$ cat config.mk
export PLATFORM = sky130hd
export DESIGN_NAME = cot_chopper
export DESIGN_NICKNAME = d
export VERILOG_FILES = /design/src/rtl/cot_chop_pkg.sv /design/src/rtl/cot_on_window.sv /design/src/rtl/cot_off_timer.sv /design/src/rtl/cot_chop_channel.sv /design/src/rtl/cot_chopper.sv
export SDC_FILE = /design/constraint.sdc
export NUM_CORES = 1
export LEC_CHECK = 0
export BUFFER_PORTS_ARGS = -buffer_cell sky130_fd_sc_hd__buf_2
export CAP_MARGIN = 0
export CELL_PAD_IN_SITES_DETAIL_PLACEMENT = 2
export CELL_PAD_IN_SITES_GLOBAL_PLACEMENT = 2
export CORE_ASPECT_RATIO = 0.75
export CORE_MARGIN = 4
export CORE_UTILIZATION = 33
export CTS_CLUSTER_SIZE = 8
export DETAILED_ROUTE_END_ITERATION = 10
export PLACE_DENSITY_LB_ADDON = 0.1
export SYNTH_ARGS = -nofsm -noshare
export SYNTH_HDL_FRONTEND = slang
export SYNTH_SLANG_ARGS = --single-unit
$ cat constraint.sdc
create_clock -name clk -period 2.65 [get_ports clk]
set_input_delay 0.265 -clock clk [delete_from_list [all_inputs] [get_ports clk]]
set_output_delay 0.265 -clock clk [all_outputs]
set_load 0.03 [all_outputs]
$ cat src/rtl/cot_chop_pkg.sv
package cot_chop_pkg;

  typedef enum logic {
    PH_ON  = 1'b0,
    PH_OFF = 1'b1
  } chop_phase_e;

  function automatic int unsigned max_u(input int unsigned a, input int unsigned b);
    return (a > b) ? a : b;
  endfunction

endpackage

$ cat src/rtl/cot_on_window.sv
// Counts the on phase, masks the comparator during blanking and holds a
// trip seen after blanking until the minimum on time has passed.
module cot_on_window #(
  parameter int unsigned BLANK_CYC = 50,
  parameter int unsigned MINON_CYC = 75
) (
  input  logic clk,
  input  logic rst,
  input  logic hold,      // off phase or disabled: restart the on phase
  input  logic over_ref,
  output logic trip_go
);
  import cot_chop_pkg::*;

  localparam int unsigned LIM = max_u(max_u(BLANK_CYC, MINON_CYC), 1);
  localparam int unsigned CW  = $clog2(LIM + 1);
  localparam logic [CW-1:0] LIM_L   = CW'(LIM);
  localparam logic [CW-1:0] BLANK_L = CW'(BLANK_CYC);
  localparam logic [CW-1:0] MIN_L   = CW'((MINON_CYC > 0) ? MINON_CYC - 1 : 0);

  logic [CW-1:0] on_cnt;
  logic          pending;
  logic          open_w;
  logic          min_ok;

  assign open_w  = (on_cnt >= BLANK_L);
  assign min_ok  = (on_cnt >= MIN_L);
  assign trip_go = !hold && open_w && min_ok && (over_ref || pending);

  always_ff @(posedge clk) begin
    if (rst || hold) begin
      on_cnt  <= '0;
      pending <= 1'b0;
    end else begin
      if (on_cnt != LIM_L) on_cnt <= on_cnt + 1'b1;
      if (trip_go)                pending <= 1'b0;
      else if (open_w && over_ref) pending <= 1'b1;
    end
  end

  // no trip may be remembered while the blanking window is still open
  a_r4_blank_not_queued: assert property (@(posedge clk) disable iff (rst)
    (!hold && on_cnt < BLANK_L) |-> !pending);

endmodule

$ cat src/rtl/cot_off_timer.sv
// Down counter for the off interval; reload is guaranteed non-zero upstream.
module cot_off_timer #(
  parameter int unsigned TW = 16
) (
  input  logic          clk,
  input  logic          rst,
  input  logic          abort,
  input  logic          start,
  input  logic [TW-1:0] reload,
  output logic          busy,
  output logic          expire
);
  localparam logic [TW-1:0] ONE = TW'(1);

  logic [TW-1:0] cnt;

  assign expire = busy && (cnt == ONE);

  always_ff @(posedge clk) begin
    if (rst || abort) begin
      cnt  <= '0;
      busy <= 1'b0;
    end else if (start) begin
      cnt  <= reload;
      busy <= 1'b1;
    end else if (busy) begin
      if (cnt == ONE) begin
        cnt  <= '0;
        busy <= 1'b0;
      end else begin
        cnt <= cnt - 1'b1;
      end
    end
  end

  // a running interval always has cycles left to count
  a_r2_count_live: assert property (@(posedge clk) disable iff (rst)
    busy |-> (cnt != '0));

endmodule

$ cat src/rtl/cot_chop_channel.sv
// One independent chopper for one bridge.
module cot_chop_channel #(
  parameter int unsigned TW        = 16,
  parameter int unsigned EW        = 17,
  parameter int unsigned BLANK_CYC = 50,
  parameter int unsigned MINON_CYC = 75,
  parameter int unsigned DEAD_CYC  = 50
) (
  input  logic          clk,
  input  logic          rst,
  input  logic          en,
  input  logic          over_ref,
  input  logic [TW-1:0] toff,
  output logic          chop_req,
  output logic [EW-1:0] eff_off
);
  import cot_chop_pkg::*;

  chop_phase_e   phase_q;
  logic [EW-1:0] eff_q;
  logic          trip_go;
  logic          tmr_busy;
  logic          tmr_expire;
  logic          hold;
  logic [TW-1:0] toff_use;

  assign hold     = !en || (phase_q == PH_OFF);
  assign toff_use = (toff == '0) ? TW'(1) : toff;

  cot_on_window #(
    .BLANK_CYC(BLANK_CYC),
    .MINON_CYC(MINON_CYC)
  ) win_i (
    .clk     (clk),
    .rst     (rst),
    .hold    (hold),
    .over_ref(over_ref),
    .trip_go (trip_go)
  );

  cot_off_timer #(.TW(TW)) tmr_i (
    .clk   (clk),
    .rst   (rst),
    .abort (!en),
    .start (trip_go),
    .reload(toff_use),
    .busy  (tmr_busy),
    .expire(tmr_expire)
  );

  always_ff @(posedge clk) begin
    if (rst) begin
      phase_q <= PH_ON;
      eff_q   <= '0;
    end else if (!en) begin
      phase_q <= PH_ON;
    end else if (phase_q == PH_ON && trip_go) begin
      phase_q <= PH_OFF;
      eff_q   <= EW'(toff_use) + EW'(DEAD_CYC);
    end else if (phase_q == PH_OFF && tmr_expire) begin
      phase_q <= PH_ON;
    end
  end

  assign chop_req = (phase_q == PH_OFF);
  assign eff_off  = eff_q;

  // Independent on-length tally for the minimum on time check.
  localparam int unsigned CK_MAX = max_u(MINON_CYC, 1);
  localparam int unsigned CKW    = $clog2(CK_MAX + 1);
  logic [CKW-1:0] ck_len;
  always_ff @(posedge clk) begin
    if (rst || !en || phase_q == PH_OFF) ck_len <= '0;
    else if (ck_len != CKW'(CK_MAX))     ck_len <= ck_len + 1'b1;
  end

  // an off interval starts only after the minimum on time
  a_r3_min_on: assert property (@(posedge clk) disable iff (rst)
    (phase_q == PH_ON && trip_go) |-> (ck_len >= CKW'(CK_MAX - 1)));

  // a low enable forces the on phase at the next cycle
  a_r6_disable_drops: assert property (@(posedge clk) disable iff (rst)
    !en |=> (phase_q == PH_ON));

  // the off phase and the interval timer agree
  a_r2_off_timed: assert property (@(posedge clk) disable iff (rst)
    (phase_q == PH_OFF) |-> tmr_busy);

  // the reported period is frozen during an interval
  a_r5_eff_hold: assert property (@(posedge clk) disable iff (rst)
    (phase_q == PH_OFF && $past(phase_q == PH_OFF)) |-> $stable(eff_q));

endmodule

$ cat src/rtl/cot_chopper.sv
// Multi-bridge constant off-time chopper: one independent channel per bridge.
module cot_chopper #(
  parameter int unsigned NB        = 2,
  parameter int unsigned TW        = 16,
  parameter int unsigned BLANK_CYC = 50,
  parameter int unsigned MINON_CYC = 75,
  parameter int unsigned DEAD_CYC  = 50,
  parameter int unsigned EW        = $clog2((1 << TW) + DEAD_CYC + 1)
) (
  input  logic             clk,
  input  logic             rst,
  input  logic [NB-1:0]    bridge_en,
  input  logic [NB-1:0]    over_ref,
  input  logic [NB*TW-1:0] toff_cfg,
  output logic [NB-1:0]    chop_req,
  output logic [NB*EW-1:0] eff_off
);

  for (genvar g = 0; g < NB; g++) begin : g_ch
    cot_chop_channel #(
      .TW       (TW),
      .EW       (EW),
      .BLANK_CYC(BLANK_CYC),
      .MINON_CYC(MINON_CYC),
      .DEAD_CYC (DEAD_CYC)
    ) ch_i (
      .clk     (clk),
      .rst     (rst),
      .en      (bridge_en[g]),
      .over_ref(over_ref[g]),
      .toff    (toff_cfg[g*TW +: TW]),
      .chop_req(chop_req[g]),
      .eff_off (eff_off[g*EW +: EW])
    );
  end

endmodule

== Yosys cells after proc, flatten, opt, wreduce, memory -nomap -nowiden ==
Cells that the tools add are included.

* $lt $le $gt $ge: 4
* Add/subtract/negate cells: 6
* Equality and inequality tests: 4
* Multiplexer cells: 18
* Bitwise logic cells: 4
* Reduce and logical (&&, ||, !) cells: 38

{| class="wikitable"
|+ Operators by type and width
! kind !! count
|-
| 2-to-1 mux 16 bit || 8
|-
| adder 16 x 6 -> 17 bit, second input constant || 2
|-
| equality test 16 x 1 -> 1 bit, second input constant || 2
|-
| zero test 16 bit || 2
|-
| subtractor 16 x 1 -> 16 bit, second input constant || 2
|-
| adder 7 x 1 -> 7 bit, second input constant || 2
|-
| greater-or-equal comparator 7 x 6 -> 1 bit, second input constant || 2
|-
| greater-or-equal comparator 7 bit, second input constant || 2
|-
| logical AND 1 bit || 14
|-
| != test 7 bit, second input constant || 2
|-
| 2-to-1 mux 1 bit || 10
|-
| logical OR 1 bit || 8
|-
| nonzero test 2 bit || 4
|-
| OR reduction 2 bit || 4
|-
| zero test 1 bit || 4
|-
| inverter 1 bit || 4
|-
| AND reduction 2 bit || 2
|}

* Bits of input ports: 38
* Word-level logic and storage cells: 86
* Flip-flop bits (word level): 86

== Depth between registers and ports, before layout ==
Gate-level depths: netlist (run 1).

* Depth in word-level cells: 8
* Gate-level depth with buffers: 8
* Gate-level depth less buffers: 7

== By module ==
Synthesis (run 1) repeated with hierarchy kept, for this count alone.

* Cells, all modules: 612
* Area total of the unflattened synthesis: 5,157.4 µm²

{| class="wikitable"
|+ Modules (own cells, without submodules)
! module !! instances !! area each (µm²) !! cells an instance
|-
| cot_off_timer || 2 || 1,138.6 || 135
|-
| cot_chop_channel || 2 || 1,024.7 || 124
|-
| cot_on_window || 2 || 415.4 || 47
|}

== Worst setup path after synthesis (run 1) ==
OpenSTA, ideal clock, no wires.

* Kind: reg-to-reg
* Start point: register g_ch[1].ch_i.tmr_i.cnt[2]
* End point: register g_ch[1].ch_i.tmr_i.cnt[13]
* Data required time: 2,531 ps
* Arrival: 1,802 ps
* Period minus slack after synthesis: 1,921 ps
* Setup slack: 729 ps
* Stages on the path, launching flop included: 6
* Path through: dfxtp_1 or4_4 or3_4 nor4_4 mux2i_1 a21oi_1

* Word-level cells in the longest chain between the ends: 4

{| class="wikitable"
|+ Ends and longest elaborated chain
! what !! RTL line !! source
|-
| start: declaration || cot_off_timer.sv:15 || <nowiki>logic [TW-1:0] cnt;</nowiki>
|-
| start signal: assignment || cot_off_timer.sv:24 || <nowiki>cnt <= reload;</nowiki>
|-
| start signal: assignment || cot_off_timer.sv:31 || <nowiki>cnt <= cnt - 1'b1;</nowiki>
|-
| subtractor 16 x 1 -> 16 bit / equality test 16 x 1 -> 1 bit (equally long branches) || cot_off_timer.sv:31, cot_off_timer.sv:27 ||
|-
| 2-to-1 mux 16 bit (*) || cot_off_timer.sv:27 || <nowiki>if (cnt == ONE) begin</nowiki>
|-
| 2-to-1 mux 16 bit (*) || cot_off_timer.sv:26 || <nowiki>end else if (busy) begin</nowiki>
|-
| 2-to-1 mux 16 bit (*) || cot_off_timer.sv:23 || <nowiki>end else if (start) begin</nowiki>
|}

Every way passes the cells marked *; elsewhere a longest branch is shown, timed or not. The select of a mux whose other input is x is not followed.
A chain may end at the register's enable or synchronous reset.

== Worst setup path after layout (run 1) ==
* Start point: register g_ch[1].ch_i.tmr_i.cnt[11]
* End point: register g_ch[1].ch_i.tmr_i.cnt[0]

* Word-level cells in the longest chain between the ends: 4

{| class="wikitable"
|+ Ends and longest elaborated chain
! what !! RTL line
|-
| equality test 16 x 1 -> 1 bit || cot_off_timer.sv:27
|-
| 2-to-1 mux 16 bit || cot_off_timer.sv:27
|-
| 2-to-1 mux 16 bit || cot_off_timer.sv:26
|-
| 2-to-1 mux 16 bit || cot_off_timer.sv:23
|}

No other way between the ends. The select of a mux whose other input is x is not followed.

==> reports/qor.log, run 1 <==
INFO  status         run_status=complete, no violations
INFO  floorplanning  floorplan.rows=36
INFO  sta            tightestPinTransition=1.119ns
INFO  worst_setup_path timing.reg2reg.setup_slack=0.26ns
INFO  floorplanning  die_x=144.1µm
INFO  worst_hold_path hold_path_class=in2reg
INFO  sta            layout_worst_path_cycle_share=90.31%
INFO  cells_and_area areaGrowthSynthToFinish=19.32%
INFO  synth          netlist_top_cells_area=dfxtp_1 38%, nor2_1 6.0%, xor2_1 5.5%
INFO  worst_setup_path timing.critical_path.fanout_max=7
INFO  placed_design  dp_hpwl=11.72mm
INFO  worst_setup_path rr_startpoint=g_ch[1].ch_i.tmr_i.cnt[11]$_SDFFE_PP0P_
INFO  sta            worst_slack_setup_final=0.2567ns
INFO  synth          yosysWarningCount=0
INFO  global_routing antenna_found_initial=0
INFO  cts            cts_hold_fix_bufs=0
INFO  detailed_routing drt.antenna.violating_nets=0
INFO  placed_design  port-buffer-count=73
INFO  cts            tritoncts_clock_tree=built
INFO  power_and_ir_drop total_power=2.978mW
INFO  power_and_ir_drop power.static_leakage=2.041nW
INFO  cells_and_area share_of_post_route_cells_with_drive_strength_above_1=17.76%
INFO  floorplanning  floorplan.die_area=15,860µm²
INFO  synth          dominantRegCellSynth=dfxtp_1
INFO  cells_and_area fin_util=41.17%
INFO  worst_setup_path worst_setup_path_end_kind=flop
INFO  synth          synth_seq_area_share=37.55%
INFO  synth          yosysMostFrequentCell=dfxtp_1
INFO  placed_design  placement.cell_area=5121µm²
INFO  detailed_routing routed_length_per_placed_instance=20.19µm
INFO  worst_setup_path critical_path_arrival=2.63ns
INFO  placed_design  detailedPlace.worstSlack=0.2607ns
INFO  worst_setup_path worstSetupStartpointType=flop
INFO  cts            cts_max_level=3
INFO  global_routing global_route_wire_length_before_repair=25.72mm
INFO  synth          yosys-top-cells-count=86 x dfxtp_1, 73 x nor2_1, 43 x nand2_1, 38 x a21oi_1, 35 x o21ai_0
INFO  floorplanning  ios=74
INFO  power_and_ir_drop clock_power_share=50.6%
INFO  power_and_ir_drop power.share.switching=22.69%
INFO  power_and_ir_drop p_comb_share=5.8%
INFO  synth          synth.avg_cell_area=8.172µm²
INFO  synth          netlist-cell-type-count=57
INFO  cts            clk-insertion-delay-late=0.35ns
INFO  sta            max_freq=417.8MHz
INFO  sta            clock_tree_skew_after_final_layout=0.006173ns
INFO  worst_setup_path timing.reg2reg.worst_path_depth=5
INFO  worst_setup_path critical_path_buffer_and_inverter_count=0
INFO  cts            cts-resized-gates=0
INFO  worst_setup_path path_delay_family=simple AND/OR/NAND/NOR gates
INFO  worst_setup_path crit_required=2.89ns
INFO  floorplanning  die-height=110.1µm
INFO  synth          synth.cell_area=4584µm²
INFO  sta            fin_setup_tns=0ns
INFO  detailed_routing detail_route.drc_violations=0
INFO  worst_hold_path worst_hold_startpoint=toff_cfg[21]
INFO  detailed_routing detailedRoute.firstPassIterationCount=4
INFO  global_routing overall_routing_resource_usage=20.80%
INFO  global_routing gr-total-overflow=0
INFO  power_and_ir_drop power.net_switching=675.8µW
INFO  detailed_routing postRouteWirelength=16.07mm
INFO  worst_setup_path crit_path_kind=reg2reg
INFO  worst_setup_path r2r-end=g_ch[1].ch_i.tmr_i.cnt[0]$_SDFFE_PP0P_
INFO  cells_and_area number_of_antenna_diodes=0
INFO  global_routing grt_start_max_net_pins=35
INFO  cts            max-clock-path-buffers=2
INFO  synth          synth_top_area_share=37.55%
INFO  sta            setup_repair_after_global_routing_missed_its_margin=false
INFO  power_and_ir_drop power_report.internal_total=2.303mW
INFO  worst_setup_path slowest_stage=or4_1
INFO  synth          ys_async_sr_fraction=0%
INFO  floorplanning  coreArea=13,290µm²
INFO  synth          netlist_instances=561
INFO  job            cap_violations=0
INFO  cells_and_area design.final.nets=668
INFO  power_and_ir_drop cellPowerDensity=544.5nW/µm²
INFO  sta            final_critical_delay_including_setup_and_external_delays=2.393ns
INFO  placed_design  place.gp.congestion=0.8263
INFO  power_and_ir_drop power.share.sequential=43.6%
INFO  detailed_routing drt_iter0_drc=204
INFO  synth          synth_nets=609
INFO  cts            post-cts-setup-buffer-count=0
INFO  synth          largest_area_contributor_in_the_netlist=dfxtp_1
INFO  cells_and_area layout.cell_area.non_filler=5470µm²
INFO  cts            clock_input_transition_at_the_sequential_cells_of_the_worst_setup_and_hold_paths=0.07ns
INFO  synth          ys_ff_latch=86
INFO  cts            cts_made_buffers=9
INFO  detailed_routing routed-via-count=4,406
INFO  sta            finalHoldViolations=0
INFO  global_routing grt_pass1_vias=4,670
INFO  detailed_routing post_drt_via_cell_ratio=5.535
INFO  sta            slew_headroom=25.26%
INFO  worst_setup_path critical-path-max-stage-delay=0.59ns
INFO  worst_hold_path min_delay_path_depth=3
INFO  floorplanning  initial_core_util=34.50%
INFO  sta            timing_max_transition_violations_final=0
INFO  cts            clock_root_buffer=clkbuf_16
INFO  sta            report.final.setup_viol=0
INFO  worst_setup_path timing.critical_path.cells=or4_1, nor3_1, a21o_1, nor2_1, o311a_1
INFO  power_and_ir_drop vdd_ir_drop_max=0.2939mV
INFO  worst_hold_path hold_end=g_ch[1].ch_i.tmr_i.cnt[5]$_SDFFE_PP0P_
INFO  cts            cts.sink_count=86
INFO  synth          synth-edff-count=0
-- worst max path at each step --
stage / slack, ns / end / cells past startpoint / start
3_5_place_dp: 0.26 / g_ch[1].ch_i.tmr_i.cnt[0]$_SDFFE_PP0P_ / 5 / g_ch[1].ch_i.tmr_i.cnt[11]$_SDFFE_PP0P_
3_3_place_gp: 0.43 / g_ch[1].ch_i.tmr_i.cnt[0]$_SDFFE_PP0P_ / 5 / g_ch[1].ch_i.tmr_i.cnt[11]$_SDFFE_PP0P_
5_1_grt: 0.13 / g_ch[1].ch_i.tmr_i.cnt[0]$_SDFFE_PP0P_ / 5 / g_ch[1].ch_i.tmr_i.cnt[11]$_SDFFE_PP0P_
6_report: 0.26 / g_ch[1].ch_i.tmr_i.cnt[0]$_SDFFE_PP0P_ / 5 / g_ch[1].ch_i.tmr_i.cnt[11]$_SDFFE_PP0P_
2_1_floorplan: 0.73 / g_ch[1].ch_i.tmr_i.cnt[13]$_SDFFE_PP0P_ / 5 / g_ch[1].ch_i.tmr_i.cnt[2]$_SDFFE_PP0P_
4_1_cts: 0.25 / g_ch[1].ch_i.tmr_i.cnt[0]$_SDFFE_PP0P_ / 5 / g_ch[1].ch_i.tmr_i.cnt[11]$_SDFFE_PP0P_
-- tightest hold or removal path: stages --
cell     delay, ns
buf_2         0.13
nand2_1       0.05
a21oi_1       0.06
-- through the flow --
stage	hold WS [ns]	instances
floorplan	0.3612	561
global placement	0.4408	780
detailed placement	0.4488	780
CTS	0.1937	796
global route	0.2075	796
finish	0.2027	796
-- sequential cells by signal, indices dropped and copies added (netlist names) --
register,cells
g_ch.ch_i.chop_req,2
g_ch.ch_i.eff_off,34
g_ch.ch_i.tmr_i.busy,2
g_ch.ch_i.tmr_i.cnt,32
g_ch.ch_i.win_i.on_cnt,14
g_ch.ch_i.win_i.pending,2
-- layout by cell type (no fill, tap or decap), types with 3 or more instances in the layout --
cell type  synthesis  final
a221oi_1           9      9
a21o_1             3      3
nand2_1           43     43
xnor2_1           16     16
bufinv_16          0      3
nor2b_1            7      7
xor2_1            29     29
buf_4              3     10
a211o_1            3      3
buf_2              1     73
nand2b_1           6      6
nor2_1            73     73
nor4_1            12     12
dfxtp_1           86     86
o21ai_0           35     35
nand4_1           10     10
nor3b_1            6      6
ha_1              10     10
nor3_1            17     17
a21oi_1           38     38
inv_1              9      9
clkbuf_16          0      9
a311oi_1           3      3
and3_1             6      6
nand3_1           21     21
a31oi_1            4      4
or4_1              3      3
a211oi_1          29     27
o31ai_1            3      3
o211ai_1           6      6
and4_1             3      3
mux2i_1            4      4
-- power groups by stage --
| stage | logic [mW] | clock network [mW] | registers, mW |
|---|---|---|---|
| floorplan | 0.0797 | 0 | 1.33 |
| detailed placement | 0.171 | 0 | 1.33 |
| global placement | 0.167 | 0 | 1.33 |
| finish | 0.173 | 1.51 | 1.30 |
| CTS | 0.173 | 1.54 | 1.30 |
| global route | 0.192 | 1.60 | 1.30 |
-- logic make-up after synthesis --
group,synth area share [%]
and+or+nand+nor,24.75
AOI/OAI and AO/OA,20.69
xor gates and xnor gates,8.597
DFF,37.55
muxes,0.8734
buffers and inverters,4.803
adders and majority gates,2.729
-- final cells by class --
cell class | count | area [µm²]
fill | 1506 | 7818
multi-input combinational | 428 | 2668
sequential | 86 | 1722
timing repair buffer | 85 | 480.5
clock buffer | 11 | 242.7
tap | 171 | 214.0
clock inverter | 5 | 106.4
inverter | 10 | 37.54
-- per-layer routing --
| metal | track usage (%) | vias up | routed length [µm] |
|---|---|---|---|
| met5 | 0 | - | 0 |
| met4 | 3.159 | 0 | 110 |
| met3 | 5.045 | 10 | 607 |
| met2 | 33.67 | 69 | 7282 |
| met1 | 28.81 | 2170 | 8067 |
| li1 | - | 2157 | - |
No activity file was read; power rests on OpenSTA's default activity.
==> inputs of run 2 (changes only) <==
- CORE_ASPECT_RATIO: 0.75 -> not set
- GPL_TIMING_DRIVEN: not set -> 1
==> reports/qor.log, run 2 (same netlist as run 1, synthesis figures left out) <==
INFO  status         run_status=complete, no violations
INFO  sta            clock_tree_skew_after_final_layout=0.008856ns [+0.002683 ns]
INFO  sta            finalHoldViolations=0 [unchanged]
INFO  global_routing antenna_found_initial=0 [unchanged]
INFO  worst_setup_path timing.critical_path.fanout_max=23 [+16]
INFO  worst_hold_path worst_hold_startpoint=over_ref[0]
INFO  detailed_routing post_drt_via_cell_ratio=5.536 [about the same]
INFO  power_and_ir_drop power_report.internal_total=2.294mW [-0.39%]
INFO  cells_and_area design.final.nets=667 [-0.15%]
INFO  cells_and_area areaGrowthSynthToFinish=18.78%
INFO  sta            max_freq=430.2MHz [+3.0%]
INFO  worst_setup_path critical_path_arrival=2.58ns [-0.05 ns]
INFO  power_and_ir_drop power.share.sequential=44.1% [+0.5 points]
INFO  placed_design  port-buffer-count=73 [unchanged]
INFO  cts            clock_input_transition_at_the_sequential_cells_of_the_worst_setup_and_hold_paths=0.06ns [about the same]
INFO  sta            tightestPinTransition=0.9302ns [-0.1887 ns]
INFO  power_and_ir_drop cellPowerDensity=541.9nW/µm² [-0.47%]
INFO  worst_setup_path crit_path_kind=reg2reg
INFO  cells_and_area fin_util=40.63% [-0.53 points]
INFO  cells_and_area layout.filler_cells=1,564 [+3.9%]
INFO  worst_setup_path worst_setup_path_end_kind=flop
INFO  sta            setup_repair_after_global_routing_missed_its_margin=false
INFO  job            cap_violations=0 [unchanged]
INFO  cts            max-clock-path-buffers=2 [unchanged]
INFO  worst_setup_path rr_startpoint=g_ch[0].ch_i.win_i.on_cnt[1]$_SDFFE_PP0P_
INFO  detailed_routing detail_route.drc_violations=0 [unchanged]
INFO  cts            clock_root_buffer=clkbuf_16
INFO  cts            post-cts-setup-buffer-count=0 [unchanged]
INFO  worst_setup_path crit_cells=6 [+1]
INFO  global_routing grt_start_max_net_pins=31 [-11%]
INFO  floorplanning  floorplan.rows=42 [+17%]
INFO  worst_setup_path critical-path-max-stage-delay=0.79ns [+0.20 ns]
INFO  worst_setup_path timing.reg2reg.setup_slack=0.33ns [+0.07 ns]
INFO  worst_setup_path setup.worst_path.start=g_ch[0].ch_i.win_i.on_cnt[1]$_SDFFE_PP0P_
INFO  worst_setup_path endpoint=g_ch[0].ch_i.eff_off[12]$_SDFFE_PP0P_
INFO  power_and_ir_drop vdd_ir_drop_max=0.2637mV [-10%]
INFO  floorplanning  die-height=125.9µm [+14%]
INFO  detailed_routing routed-via-count=4,423 [+0.39%]
INFO  global_routing global_route_wire_length_before_repair=26.39mm [+2.6%]
INFO  cells_and_area number_of_antenna_diodes=0 [unchanged]
INFO  floorplanning  die_x=125.9µm [-13%]
INFO  global_routing overall_routing_resource_usage=20.51% [-0.30 points]
INFO  cells_and_area number_of_flip_flops_in_the_largest_register=34 [unchanged]
INFO  power_and_ir_drop power.static_leakage=2.033nW [-0.40%]
INFO  sta            timing_max_transition_violations_final=0 [unchanged]
INFO  global_routing gr-total-overflow=0 [unchanged]
INFO  worst_setup_path crit_required=2.90ns [about the same]
INFO  worst_setup_path timing.critical_path.cells=ha_1, o31ai_1, a211oi_4, buf_4, nor2_1, a211oi_1
INFO  cells_and_area seq_area=1722µm² [unchanged]
INFO  cells_and_area layout_commonest_cell=dfxtp_1
INFO  placed_design  dp_hpwl=11.66mm [-0.47%]
INFO  floorplanning  floorplan.die_area=15,840µm² [-0.12%]
INFO  worst_hold_path hold_path_class=in2reg
INFO  detailed_routing detailedRoute.firstPassIterationCount=4 [unchanged]
INFO  worst_setup_path timing.reg2reg.worst_path_depth=6 [+1]
INFO  cts            tritoncts_clock_tree=built
INFO  cts            clk-insertion-delay-late=0.35ns [about the same]
INFO  sta            whs=0.2253ns [+0.02252 ns]
INFO  detailed_routing drt.antenna.violating_nets=0 [unchanged]
INFO  power_and_ir_drop power.net_switching=657.3µW [-2.7%]
INFO  global_routing grt_pass1_vias=4,775 [+2.2%]
INFO  cts            cts.sink_count=86 [unchanged]
INFO  floorplanning  coreArea=13,400µm² [+0.85%]
INFO  sta            layout_worst_path_cycle_share=87.72% [-2.6 points]
INFO  detailed_routing routed_length_per_placed_instance=19.97µm [-1.1%]
INFO  worst_setup_path r2r-end=g_ch[0].ch_i.eff_off[12]$_SDFFE_PP0P_
INFO  worst_setup_path critical_path_buffer_and_inverter_count=1 [+1]
INFO  sta            fin_setup_tns=0ns [unchanged]
INFO  cells_and_area finalNonFillerCells=799 [+0.38%]
INFO  worst_setup_path slowest_stage=a211oi_4
INFO  power_and_ir_drop p_comb_share=6.0% [+0.2 points]
INFO  floorplanning  initial_core_util=34.21% [-0.29 points]
INFO  cells_and_area total_area_of_multi_input_combinational_cells=2668µm² [unchanged]
INFO  sta            final_critical_delay_including_setup_and_external_delays=2.325ns [-0.06859 ns]
INFO  power_and_ir_drop power.share.switching=22.27% [-0.42 points]
INFO  placed_design  place.gp.congestion=0.8066 [-2.4%]
INFO  detailed_routing drt_iter0_drc=260 [+27%]
INFO  cts            cts-resized-gates=0 [unchanged]
INFO  cts            cts_made_buffers=9 [unchanged]
INFO  placed_design  dpl.cell_count=784 [+0.51%]
INFO  cells_and_area share_of_post_route_cells_with_drive_strength_above_1=17.50% [-0.26 points]
INFO  cts            cts_max_level=3 [unchanged]
INFO  detailed_routing postRouteWirelength=15.96mm [-0.70%]
INFO  worst_setup_path path_delay_family=compound AO/OA/AOI/OAI gates
INFO  worst_hold_path min_delay_path_depth=3 [unchanged]
INFO  cells_and_area mostFrequentLayoutCells=86 x dfxtp_1, 73 x nor2_1, 73 x buf_2
INFO  power_and_ir_drop clock_power_share=49.9% [-0.7 points]
INFO  sta            report.final.setup_viol=0 [unchanged]
INFO  worst_setup_path worstSetupStartpointType=flop
INFO  cts            cts_hold_fix_bufs=0 [unchanged]
INFO  sta            slew_headroom=37.86% [+13 points]
INFO  floorplanning  ios=74 [unchanged]
[run 2: cell count changes in the layout (fill, tap and decap cells not counted)]
cell	change
clkinv_2	+1
clkinv_4	-1
buf_12	-1
clkinvlp_4	-1
[run 2: cell type report]
type,instances,share of cell area (%)
clock buffer,11,4.458
timing repair buffer,84,8.456
clock inverter,4,1.746
inverter,10,0.6893
sequential,86,31.62
multi-input combinational,428,48.99
tap,176,4.044
[run 2: worst reg2reg max path, stage by stage (launching register included)]
cell      delay (ns)
dfxtp_1         0.44
ha_1            0.19
o31ai_1         0.12
a211oi_4        0.80
buf_4           0.39
nor2_1          0.08
a211oi_1        0.21
[run 2: layer usage]
metal / GRT usage, % / vias to the layer above / part of all wire (%)
li1: - / 2147 / -
met1: 29.16 / 2201 / 50
met2: 32.50 / 59 / 46
met3: 2.752 / 16 / 2.4
met4: 6.120 / 0 / 1.3
met5: 0 / - / 0
[run 2: metrics by stage]
step,power (mW),instance area (µm²),setup slack [ns]
6_report,2.951,5445,0.3253
5_1_grt,3.062,5445,0.06749
4_1_cts,2.996,5445,0.3083
3_5_place_dp,1.503,5107,0.3433
3_3_place_gp,1.499,5107,0.4657
2_1_floorplan,1.407,4584,0.7288
[run 2: power by group through the flow]
stage / logic, mW / registers [mW] / clock network [mW]
finish: 0.178 / 1.30 / 1.47
global route: 0.195 / 1.30 / 1.57
CTS: 0.178 / 1.30 / 1.52
detailed placement: 0.174 / 1.33 / 0
global placement: 0.170 / 1.33 / 0
floorplan: 0.0797 / 1.33 / 0
[run 2: how the worst min path moves through the flow]
| stage | endpoint | slack, ns |
|---|---|---|
| 2_1_floorplan | g_ch[1].ch_i.eff_off[1]$_SDFFE_PP0P_ | 0.36 |
| 3_3_place_gp | g_ch[0].ch_i.eff_off[4]$_SDFFE_PP0P_ | 0.44 |
| 3_5_place_dp | g_ch[0].ch_i.eff_off[16]$_SDFFE_PP0P_ | 0.45 |
| 4_1_cts | g_ch[1].ch_i.tmr_i.cnt[5]$_SDFFE_PP0P_ | 0.21 |
| 5_1_grt | g_ch[1].ch_i.tmr_i.cnt[5]$_SDFFE_PP0P_ | 0.23 |
| 6_report | g_ch[0].ch_i.win_i.pending$_SDFFE_PP0P_ | 0.23 |
==> inputs of run 3 (changes only) <==
- PLACE_DENSITY: not set -> 0.82
- PLACE_DENSITY_LB_ADDON: 0.1 -> not set
==> reports/qor.log, run 3 (same netlist as run 1, synthesis figures left out) <==
INFO  status         run_status=complete, no violations
INFO  global_routing grt.busiest_layer=met2
INFO  cts            cts_max_level=3 [unchanged]
INFO  detailed_routing detail_route.drc_violations=0 [unchanged]
INFO  sta            tightestPinTransition=0.8467ns [-0.08343 ns]
INFO  global_routing gr-total-overflow=0 [unchanged]
INFO  cells_and_area mostFrequentLayoutCells=86 x dfxtp_1, 73 x nor2_1, 73 x buf_2
INFO  placed_design  dpl.cell_count=786 [+0.26%]
INFO  global_routing overall_routing_resource_usage=21.07% [+0.57 points]
INFO  sta            layout_worst_path_cycle_share=88.63% [+0.91 points]
INFO  placed_design  dp_hpwl=12.27mm [+5.2%]
INFO  global_routing grtUsageMet3=2.837% [+0.085 points]
INFO  cells_and_area areaGrowthSynthToFinish=19.08%
INFO  worst_setup_path worstSetupStartpointType=flop
INFO  floorplanning  floorplan.rows=42 [unchanged]
INFO  global_routing grt_pass1_vias=4,928 [+3.2%]
INFO  worst_setup_path rr_startpoint=g_ch[1].ch_i.tmr_i.cnt[11]$_SDFFE_PP0P_
INFO  worst_setup_path critical_path_arrival=2.58ns [about the same]
INFO  cells_and_area number_of_flip_flops_in_the_largest_register=34 [unchanged]
INFO  cells_and_area share_of_post_route_cells_with_drive_strength_above_1=17.89% [+0.40 points]
INFO  cts            clock_root_buffer=clkbuf_16
INFO  worst_setup_path r2r-end=g_ch[1].ch_i.tmr_i.cnt[0]$_SDFFE_PP0P_
INFO  worst_setup_path crit_required=2.88ns [-0.02 ns]
INFO  power_and_ir_drop power.static_leakage=2.041nW [+0.42%]
INFO  detailed_routing detailedRoute.firstPassIterationCount=4 [unchanged]
INFO  cells_and_area finalNonFillerCells=802 [+0.38%]
INFO  worst_hold_path hold_path_class=in2reg
INFO  cells_and_area number_of_antenna_diodes=0 [unchanged]
INFO  cts            cts-resized-gates=0 [unchanged]
INFO  detailed_routing drt_iter0_drc=277 [+6.5%]
INFO  sta            timing_max_transition_violations_final=0 [unchanged]
INFO  worst_hold_path hold_end=g_ch[1].ch_i.tmr_i.cnt[5]$_SDFFE_PP0P_
INFO  sta            final_critical_delay_including_setup_and_external_delays=2.349ns [+0.02415 ns]
INFO  power_and_ir_drop vdd_ir_drop_max=0.3256mV [+23%]
INFO  worst_hold_path min_delay_path_depth=3 [unchanged]
INFO  cts            tritoncts_clock_tree=built
INFO  floorplanning  coreArea=13,400µm² [unchanged]
INFO  sta            finalHoldViolations=0 [unchanged]
INFO  sta            setup_repair_after_global_routing_missed_its_margin=false
INFO  global_routing global_route_wire_length_before_repair=27.15mm [+2.9%]
INFO  detailed_routing post_drt_via_cell_ratio=5.623 [+1.6%]
INFO  power_and_ir_drop cellPowerDensity=544.3nW/µm² [+0.44%]
INFO  cts            cts_hold_fix_bufs=0 [unchanged]
INFO  global_routing antenna_found_initial=0 [unchanged]
INFO  global_routing groute.layer.met2.usage=35.93% [+3.4 points]
INFO  sta            fin_setup_tns=0ns [unchanged]
INFO  detailed_routing drt.antenna.violating_nets=0 [unchanged]
INFO  cts            clock_input_transition_at_the_sequential_cells_of_the_worst_setup_and_hold_paths=0.07ns [about the same]
INFO  worst_setup_path timing.reg2reg.setup_slack=0.30ns [-0.02 ns]
INFO  global_routing grt_start_max_net_pins=27 [-13%]
INFO  global_routing met1_usage=28.04% [-1.1 points]
INFO  worst_setup_path timing.reg2reg.worst_path_depth=5 [-1]
INFO  cts            post-cts-setup-buffer-count=0 [unchanged]
INFO  detailed_routing routed_length_per_placed_instance=20.54µm [+2.9%]
INFO  sta            slew_headroom=43.43% [+5.6 points]
INFO  floorplanning  die_x=125.9µm [unchanged]
INFO  cts            max-clock-path-buffers=2 [unchanged]
INFO  detailed_routing routed-via-count=4,510 [+2.0%]
INFO  sta            clock_tree_skew_after_final_layout=0.005268ns [-0.003588 ns]
INFO  sta            report.final.setup_viol=0 [unchanged]
INFO  placed_design  place.gp.congestion=0.8368 [+3.7%]
INFO  worst_setup_path crit_path_kind=reg2reg
INFO  worst_setup_path worst_setup_path_end_kind=flop
INFO  cts            cts_made_buffers=9 [unchanged]
INFO  floorplanning  ios=74 [unchanged]
INFO  cts            clk-insertion-delay-late=0.34ns [about the same]
INFO  cells_and_area design.final.nets=669 [+0.30%]
INFO  placed_design  port-buffer-count=73 [unchanged]
INFO  detailed_routing postRouteWirelength=16.48mm [+3.3%]
INFO  worst_setup_path timing.critical_path.fanout_max=7 [-70%]
INFO  job            cap_violations=0 [unchanged]
INFO  floorplanning  initial_core_util=34.21% [unchanged]
INFO  cells_and_area layout_commonest_cell=dfxtp_1
INFO  cts            cts.sink_count=86 [unchanged]
INFO  worst_hold_path worst_hold_startpoint=toff_cfg[21]
INFO  sta            max_freq=425.7MHz [-1.0%]
INFO  floorplanning  floorplan.die_area=15,840µm² [unchanged]
INFO  floorplanning  die-height=125.9µm [unchanged]
==> run 3: changes by cell type in the layout (fill, tap and decap cells not counted), sizes merged <==
cell      delta
clkinvlp     +1
buf          +2
==> run 3: cell type report <==
type	instances	area [µm²]
timing repair buffer	86	462.9
clock buffer	11	242.7
tap	176	220.2
fill	1537	7941
inverter	10	37.54
multi-input combinational	428	2668
sequential	86	1722
clock inverter	5	106.4
==> run 3: report_power, final <==
part	internal [mW]	switching, mW
clock	0.950	0.548
combinational	0.0568	0.116
sequential	1.29	0.00523
==> run 3: worst max-delay path: stages, from the launching register on <==
cell,delay [ns]
dfxtp_1,0.40
or4_1,0.61
nor3_1,0.49
a21o_1,0.32
nor2_1,0.08
o311a_1,0.33
==> run 3: worst max path at each step <==
stage,start,to,slack [ns],cells after the start
5_1_grt,g_ch[0].ch_i.win_i.on_cnt[1]$_SDFFE_PP0P_,g_ch[0].ch_i.eff_off[7]$_SDFFE_PP0P_,0.13,6
3_3_place_gp,g_ch[1].ch_i.win_i.on_cnt[0]$_SDFFE_PP0P_,g_ch[1].ch_i.tmr_i.cnt[11]$_SDFFE_PP0P_,0.47,6
6_report,g_ch[1].ch_i.tmr_i.cnt[11]$_SDFFE_PP0P_,g_ch[1].ch_i.tmr_i.cnt[0]$_SDFFE_PP0P_,0.30,5
3_5_place_dp,g_ch[1].ch_i.tmr_i.cnt[11]$_SDFFE_PP0P_,g_ch[1].ch_i.tmr_i.cnt[0]$_SDFFE_PP0P_,0.34,5
2_1_floorplan,g_ch[1].ch_i.tmr_i.cnt[2]$_SDFFE_PP0P_,g_ch[1].ch_i.tmr_i.cnt[13]$_SDFFE_PP0P_,0.73,5
4_1_cts,g_ch[1].ch_i.win_i.on_cnt[0]$_SDFFE_PP0P_,g_ch[1].ch_i.tmr_i.cnt[11]$_SDFFE_PP0P_,0.30,6
==> run 3: per-layer routing <==
| layer | part of all wire [%] | vias up | routed length (µm) |
|---|---|---|---|
| li1 | - | 2152 | - |
| met1 | 46 | 2285 | 7524 |
| met2 | 50 | 58 | 8287 |
| met3 | 2.6 | 15 | 424 |
| met4 | 1.5 | 0 | 239 |
| met5 | 0 | - | 0 |
==> run 3: metrics by stage <==
step / utilization, % / setup slack (ns) / instance area, µm² / hold slack (ns) / power, mW
3_5_place_dp: 38.13 / 0.3409 / 5110 / 0.4629 / 1.499
2_1_floorplan: - / 0.7288 / 4584 / 0.3612 / 1.407
4_1_cts: 40.74 / 0.3047 / 5459 / 0.2225 / 3.000
6_report: 40.74 / 0.3012 / 5459 / 0.2311 / 2.971
3_3_place_gp: 38.13 / 0.4671 / 5110 / 0.4540 / 1.494
5_1_grt: 40.74 / 0.1316 / 5459 / 0.2410 / 3.075
